`src/rtl/rid_pkg.sv`:
```
package rid_pkg;
  typedef enum logic [1:0] {
    SL_IDLE    = 2'd0,
    SL_HANDLER = 2'd1,
    SL_DONE    = 2'd2
  } slave_state_e;
endpackage

```
`src/rtl/rid_vec_table.sv`:
```
module rid_vec_table #(
  parameter int CODE_W = 4,
  parameter int ADDR_W = 32
) (
  input  logic              clk_i,
  input  logic              rst_ni,
  input  logic              we_i,
  input  logic [CODE_W-1:0] widx_i,
  input  logic [ADDR_W-1:0] wdata_i,
  input  logic [CODE_W-1:0] ridx_i,
  output logic [ADDR_W-1:0] rdata_o
);
  localparam int NUM_VEC = 1 << CODE_W;

  logic [ADDR_W-1:0] vec_q [NUM_VEC];

  for (genvar g = 0; g < NUM_VEC; g++) begin : g_entry
    always_ff @(posedge clk_i or negedge rst_ni) begin
      if (!rst_ni)                                 vec_q[g] <= '0;
      else if (we_i && widx_i == CODE_W'(g))       vec_q[g] <= wdata_i;
    end
  end

  assign rdata_o = vec_q[ridx_i];

  assert_write_R9: assert property (@(posedge clk_i) disable iff (!rst_ni)
    we_i && (ridx_i == widx_i) |=> (rdata_o == $past(wdata_i)) || (ridx_i != $past(ridx_i)));
endmodule

```
`src/rtl/rid_master_ctrl.sv`:
```
module rid_master_ctrl #(
  parameter int CODE_W = 4
) (
  input  logic              clk_i,
  input  logic              rst_ni,
  input  logic              raise_i,
  input  logic [CODE_W-1:0] raise_code_i,
  input  logic              serviced_i,
  output logic              ints_o,
  output logic [CODE_W-1:0] intscode_o,
  output logic              busy_o,
  output logic              done_o
);
  logic              ints_q;
  logic [CODE_W-1:0] code_q;
  logic              accept;

  assign busy_o = ints_q | serviced_i;
  assign accept = raise_i & ~busy_o;
  assign done_o = ints_q & serviced_i;

  always_ff @(posedge clk_i or negedge rst_ni) begin
    if (!rst_ni) begin
      ints_q <= 1'b0;
      code_q <= '0;
    end else if (accept) begin
      ints_q <= 1'b1;
      code_q <= raise_code_i;
    end else if (done_o) begin
      ints_q <= 1'b0;
    end
  end

  assign ints_o     = ints_q;
  assign intscode_o = code_q;

  assert_code_stable_R3: assert property (@(posedge clk_i) disable iff (!rst_ni)
    ints_q |=> !ints_q || $stable(code_q));
  assert_refuse_R3: assert property (@(posedge clk_i) disable iff (!rst_ni)
    raise_i && serviced_i && !ints_q |=> !ints_q);
  assert_drop_R7: assert property (@(posedge clk_i) disable iff (!rst_ni)
    ints_q && serviced_i |=> !ints_q);
endmodule

```
`src/rtl/rid_slave_ctrl.sv`:
```
module rid_slave_ctrl
  import rid_pkg::*;
#(
  parameter int ADDR_W = 32
) (
  input  logic              clk_i,
  input  logic              rst_ni,
  input  logic              ints_i,
  input  logic [ADDR_W-1:0] vec_addr_i,
  input  logic              handler_done_i,
  output logic              redirect_o,
  output logic [ADDR_W-1:0] redirect_addr_o,
  output logic              serviced_o
);
  slave_state_e      state_q;
  logic              redir_q;
  logic [ADDR_W-1:0] addr_q;

  always_ff @(posedge clk_i or negedge rst_ni) begin
    if (!rst_ni) begin
      state_q <= SL_IDLE;
      redir_q <= 1'b0;
      addr_q  <= '0;
    end else begin
      redir_q <= 1'b0;
      unique case (state_q)
        SL_IDLE: if (ints_i) begin
          redir_q <= 1'b1;
          addr_q  <= vec_addr_i;
          state_q <= SL_HANDLER;
        end
        SL_HANDLER: if (handler_done_i) state_q <= SL_DONE;
        SL_DONE:    if (!ints_i)        state_q <= SL_IDLE;
        default:                        state_q <= SL_IDLE;
      endcase
    end
  end

  assign redirect_o      = redir_q;
  assign redirect_addr_o = addr_q;
  assign serviced_o      = (state_q == SL_DONE);

  assert_redirect_once_R5: assert property (@(posedge clk_i) disable iff (!rst_ni)
    redir_q |=> !redir_q);
  assert_no_redirect_serviced_R5: assert property (@(posedge clk_i) disable iff (!rst_ni)
    serviced_o |-> !redir_q);
  assert_serviced_rise_R6: assert property (@(posedge clk_i) disable iff (!rst_ni)
    $rose(serviced_o) |-> $past(handler_done_i));
  assert_serviced_drop_R8: assert property (@(posedge clk_i) disable iff (!rst_ni)
    serviced_o && !ints_i |=> !serviced_o);
endmodule

```
`src/rtl/remote_irq_dispatch.sv`:
```
module remote_irq_dispatch #(
  parameter int CODE_W = 4,
  parameter int ADDR_W = 32
) (
  input  logic              clk_i,
  input  logic              rst_ni,
  input  logic              raise_i,
  input  logic [CODE_W-1:0] raise_code_i,
  output logic              busy_o,
  output logic              done_o,
  input  logic              tbl_we_i,
  input  logic [CODE_W-1:0] tbl_idx_i,
  input  logic [ADDR_W-1:0] tbl_data_i,
  output logic              ints_o,
  output logic [CODE_W-1:0] intscode_o,
  output logic              redirect_o,
  output logic [ADDR_W-1:0] redirect_addr_o,
  input  logic              handler_done_i,
  output logic              serviced_o
);
  logic              ints;
  logic              serviced;
  logic [CODE_W-1:0] code;
  logic [ADDR_W-1:0] vec_addr;

  rid_master_ctrl #(.CODE_W(CODE_W)) u_master (
    .clk_i, .rst_ni, .raise_i, .raise_code_i,
    .serviced_i (serviced),
    .ints_o     (ints),
    .intscode_o (code),
    .busy_o, .done_o
  );

  rid_vec_table #(.CODE_W(CODE_W), .ADDR_W(ADDR_W)) u_table (
    .clk_i, .rst_ni,
    .we_i    (tbl_we_i),
    .widx_i  (tbl_idx_i),
    .wdata_i (tbl_data_i),
    .ridx_i  (code),
    .rdata_o (vec_addr)
  );

  rid_slave_ctrl #(.ADDR_W(ADDR_W)) u_slave (
    .clk_i, .rst_ni,
    .ints_i     (ints),
    .vec_addr_i (vec_addr),
    .handler_done_i,
    .redirect_o, .redirect_addr_o,
    .serviced_o (serviced)
  );

  assign ints_o     = ints;
  assign intscode_o = code;
  assign serviced_o = serviced;

  assert_redirect_needs_ints_R4: assert property (@(posedge clk_i) disable iff (!rst_ni)
    $rose(redirect_o) |-> ints);
  assert_busy_R3: assert property (@(posedge clk_i) disable iff (!rst_ni)
    (ints || serviced) |-> busy_o);
endmodule

```
`config.mk`:
```
export PLATFORM = sky130hd
export DESIGN_NAME = remote_irq_dispatch
export DESIGN_NICKNAME = d
export VERILOG_FILES = /design/src/rtl/rid_pkg.sv /design/src/rtl/rid_vec_table.sv /design/src/rtl/rid_master_ctrl.sv /design/src/rtl/rid_slave_ctrl.sv /design/src/rtl/remote_irq_dispatch.sv
export SDC_FILE = /design/constraint.sdc
export NUM_CORES = 1
export LEC_CHECK = 0
export BUFFER_PORTS_ARGS = -buffer_cell sky130_fd_sc_hd__buf_2
export CORE_AREA = 2 2 260 198
export DETAILED_ROUTE_END_ITERATION = 10
export DIE_AREA = 0 0 262 200
export PLACE_DENSITY = 0.66
export SETUP_SLACK_MARGIN = 0.02
export SLEW_MARGIN = 5
export SYNTH_ARGS = -nofsm -noshare
export SYNTH_HDL_FRONTEND = slang
export SYNTH_SLANG_ARGS = --single-unit
```
`constraint.sdc`:
```
create_clock -name clk_i -period 5.4 [get_ports clk_i]
set_clock_uncertainty 0.1 [all_clocks]
set_input_delay 0.54 -clock clk_i [delete_from_list [all_inputs] [get_ports clk_i]]
set_output_delay 0.54 -clock clk_i [all_outputs]
set_load 0.01 [all_outputs]
```
==> flow_results.org <==
** Timing
- Final worst-path cycle share :: 59.0%
- Hold Fails Final Rpt :: 0
- Highest clock frequency the design can meet :: 314 MHz
- The smallest clock period supported by the final layout is computed as 3.19 ns.
- Final setup violation count :: 0
- Unrepaired setup endpoints after global routing :: false
- Worst slew margin relative to its limit :: 15.8%
- Setup WS post-layout :: 2.21 ns
- Final hold analysis gives a worst-case slack of just under 0.06 ns.
- Max Transition Viols Final :: 0
- Slew @ Worst Pin :: 1.26 ns
- Setup TNS after final layout :: 0 ns

** Final layout
- Number of nets at the end of the flow :: 1753
- Most used cells in the layout excluding fill and tap cells :: 549 x dfrtp_1, 498 x mux2_2, 132 x mux2i_1
- Cells with a size suffix above 1 make up 45.2% of the layout.
- Leaving out fill and tap cells, the most frequent cell in the layout is dfrtp_1.
- Signed area change from the synthesized netlist to the final layout :: 11.3%
- Fill cells in the final layout number a little over 4000.

** Critical path
- Worst R2R Path Depth :: 6
- STA classifies the critical path endpoint as an output pin.
- Critical R2R Capture :: u_slave.redirect_addr_o[24]$_DFFE_PN0P_
- Data arrives at the worst endpoint at 2.55 ns.
- STA puts the critical path data required time at 4.76 ns.
- Crit path kind :: reg2out
- In this run the register-to-register setup slack is 2.49 ns.
- The worst register-to-register path begins at u_master.intscode_o[1]$_DFFE_PN0P_.
- Maximum fanout count along the critical path :: 34
- Startpoint types :: flip-flop

** Floorplanning
- The region available for standard cell placement spans 49700 um^2.
- X dimension of the die :: 262 um
- Cell Rows :: slightly above 70
- The floorplan step defined a die boundary enclosing about 52000 um^2.
- Height of the die :: approximately 200 um
- Top-Level Pins :: 86
- Initial standard-cell utilization of the core :: between 40 and 50%

** Global routing
- Antenna violations before repair :: 2
- The first global-routing pass estimated approximately 92000 um of wire.
- GRT Util Overall :: roughly a quarter
- Entering global routing, the biggest net connects between 100 and 150 pins.
- Via count of the first global-routing pass :: 14747
- The total overflow left after global routing is 0.

** Hold path
- The worst hold path terminates at u_slave.state_q[0]$_DFFE_PN0P_.
- Kind of path behind the tightest hold check :: in2reg
- Count of cells along the worst hold path :: 2
- In this run the most critical hold path is launched from handler_done_i.

** Yosys
- Main combinational cell family by area after synthesis :: multiplexers
- In the synthesized netlist, mux cells make up 34.7% of the area.
- Xor/xnor share of the synthesized area :: 0%
- Sequential-to-total area share from yosys stat :: 56.2%
- Ys async rst share :: 100%
- The cell count after synthesis came out at 1681.
- After synthesis the netlist holds a flip-flop and latch count of 552.
- Number of enable-type register cells in the synthesized netlist :: 0
- The synthesized netlist contains 32 unique library cells.
- Among all flip-flop cells after synthesis, the most frequent one is dfrtp_1.
- Simple-gate portion of the synthesized area :: 3.15%
- Counting every net in the synthesized netlist gives 1726.
- Adder and majority cell fraction of the synthesized area :: 0%
- Post-synthesis compound-gate area fraction :: 2.95%
- Summing every instance area after synthesis gives between 20000 and 25000 um^2.
- Number of warnings reported in the yosys synthesis log :: 0
- A synthesized cell averages 14.6 um^2.

** Placed design
- Routability-driven placement finished with a final weighted congestion of 0.740.
- DP HPWL :: ~33000 um
- Placement-stage worst setup slack :: 2.34 ns
- The count of buffers added on input and output ports is 85.

** Power
- Static Leak :: 11.9 nW
- Across the VDD grid, the largest voltage drop is 266 uV.
- Power density over the cells :: 514 nW/um^2

** Clock tree
- CTS built an H-tree with a depth of 2.
- The cell sitting at the root of the clock tree is a clkbuf_16.
- Hold Buf Count CTS :: 1
- Clock-pin slew was measured on the worst setup and hold paths at 0.06 ns.
- TritonCTS clock tree :: yes
- Buffers inserted by post-CTS timing repair :: 0
- In this run, CTS created clock tree buffers numbering 53.
- No sink is reached through more buffers than the 3 on the longest clock path.
- Later-pin clock latency in the skew report :: 0.59 ns
- For this design, the sink count on the clock tree is 552.
- Post-cts gate resize count :: 0

** Routing
- Count of antenna-violating nets left after detailed routing :: 0
- After the first detailed-routing iteration, the DRC count stood at around 1200.
- After detailed routing, the total wire length is 59800 um.
- In the routed layout, each cell is associated on average with a via count of around 6.
- In the final routed layout, each cell accounts on average for 24.8 um.
- For this block, the via count after detailed routing is 14377.
- Remaining design rule violation count :: 0
- Number of iterations in the first detailed-routing pass :: 5

** Run
- The tool flagged a number of max-cap violations equal to 0.

** Status
- Run status :: completed
==> through the flow <==
stage               util (%)  power, mW  instance area, um^2  std cells
CTS                     55.0       14.2                27400       2406
global route            55.0       14.8                27400       2407
global placement        51.4       10.2                25600       2309
finish                  55.0       14.1                27400       2408
floorplan                  -       8.97                24600       1681
detailed placement      51.4       10.3                25600       2309
==> flip-flops by register name, indices dropped and copies added, names as in the netlist <==
name,count
u_master.ints_o,1
u_slave.redirect_o,1
u_slave.redirect_addr_o,32
u_master.intscode_o,4
u_slave.state_q,2
u_table.vec_q,512
==> where the power goes <==
group / internal, mW / switching (mW) / total [mW]
clock network: 2.22 / 1.57 / 3.79
logic: 2.15 / 2.16 / 4.32
registers: 5.20 / 0.746 / 5.94
total: 9.57 / 4.48 / 14.1
==> layer usage <==
layer  track usage, %  up-vias  wire (um)
met4             4.65        2        884
met2             34.4      322      26100
li1                 -     6203          -
met5                0        -         13
met1             37.2     7774      30000
met3             3.27       76       2810
==> cell type report <==
class / instances / area (um^2) / share of cell area, %
multi-input cells: 981 / 10200 / 37.2
diodes: 2 / 5.00 / 0.0183
clock buffers: 84 / 1650 / 6.01
inverters: 1 / 3.75 / 0.0137
flip-flops and latches: 552 / 13800 / 50.5
clock inverters: 12 / 143 / 0.521
repair buffers: 119 / 756 / 2.76
well taps: 657 / 822 / 3.00
==> cell usage after synthesis (2+ instances only) <==
| library cell | number | area (um^2) |
|---|---|---|
| nand2_1 | 62 | 233 |
| a21oi_1 | 6 | 30.0 |
| nand2b_1 | 7 | 43.8 |
| nor2b_1 | 5 | 31.3 |
| nand3_1 | 7 | 35.0 |
| buf_4 | 16 | 120 |
| nand4_1 | 28 | 175 |
| mux2_2 | 498 | 5610 |
| nor2_1 | 48 | 180 |
| a31oi_1 | 31 | 194 |
| a22oi_1 | 64 | 480 |
| buf_6 | 7 | 78.8 |
| and2_1 | 2 | 12.5 |
| mux4_2 | 62 | 1400 |
| dfrtp_1 | 552 | 13800 |
| buf_2 | 55 | 275 |
| nand3b_1 | 3 | 22.5 |
| buf_1 | 3 | 11.3 |
| mux2_1 | 18 | 203 |
| mux2i_1 | 132 | 1320 |
| clkbuf_1 | 64 | 240 |
==> worst max-delay path: stages (launching register included) <==
cell and delay, ns:
dfrtp_4 0.89, buf_4 0.59, buf_4 0.31, buf_2 0.16
==> cells by family (layout without fill, tap and decap cells) <==
logic type / Yosys count / count (layout)
buffers and inverters: 148 / 216
and+or+nand+nor: 167 / 167
muxes: 710 / 710
DFF: 552 / 552
AOI/OAI and AO/OA: 104 / 104
other: 0 / 2
==> how the worst max path moves through the flow <==
stage	from	endpoint	slack, ns	depth (start not counted)
6_report	u_master.intscode_o[0]$_DFFE_PN0P_	intscode_o[0]	2.21	3
5_1_grt	u_master.intscode_o[0]$_DFFE_PN0P_	intscode_o[0]	2.07	3
4_1_cts	u_master.intscode_o[0]$_DFFE_PN0P_	intscode_o[0]	2.15	3
3_5_place_dp	tbl_idx_i[3]	u_table.vec_q[387]$_DFFE_PN0P_	2.34	5
3_3_place_gp	tbl_idx_i[3]	u_table.vec_q[393]$_DFFE_PN0P_	2.48	5
2_1_floorplan	u_master.intscode_o[0]$_DFFE_PN0P_	u_slave.redirect_addr_o[10]$_DFFE_PN0P_	3.54	5
No activity file was read; power rests on OpenSTA's default activity.
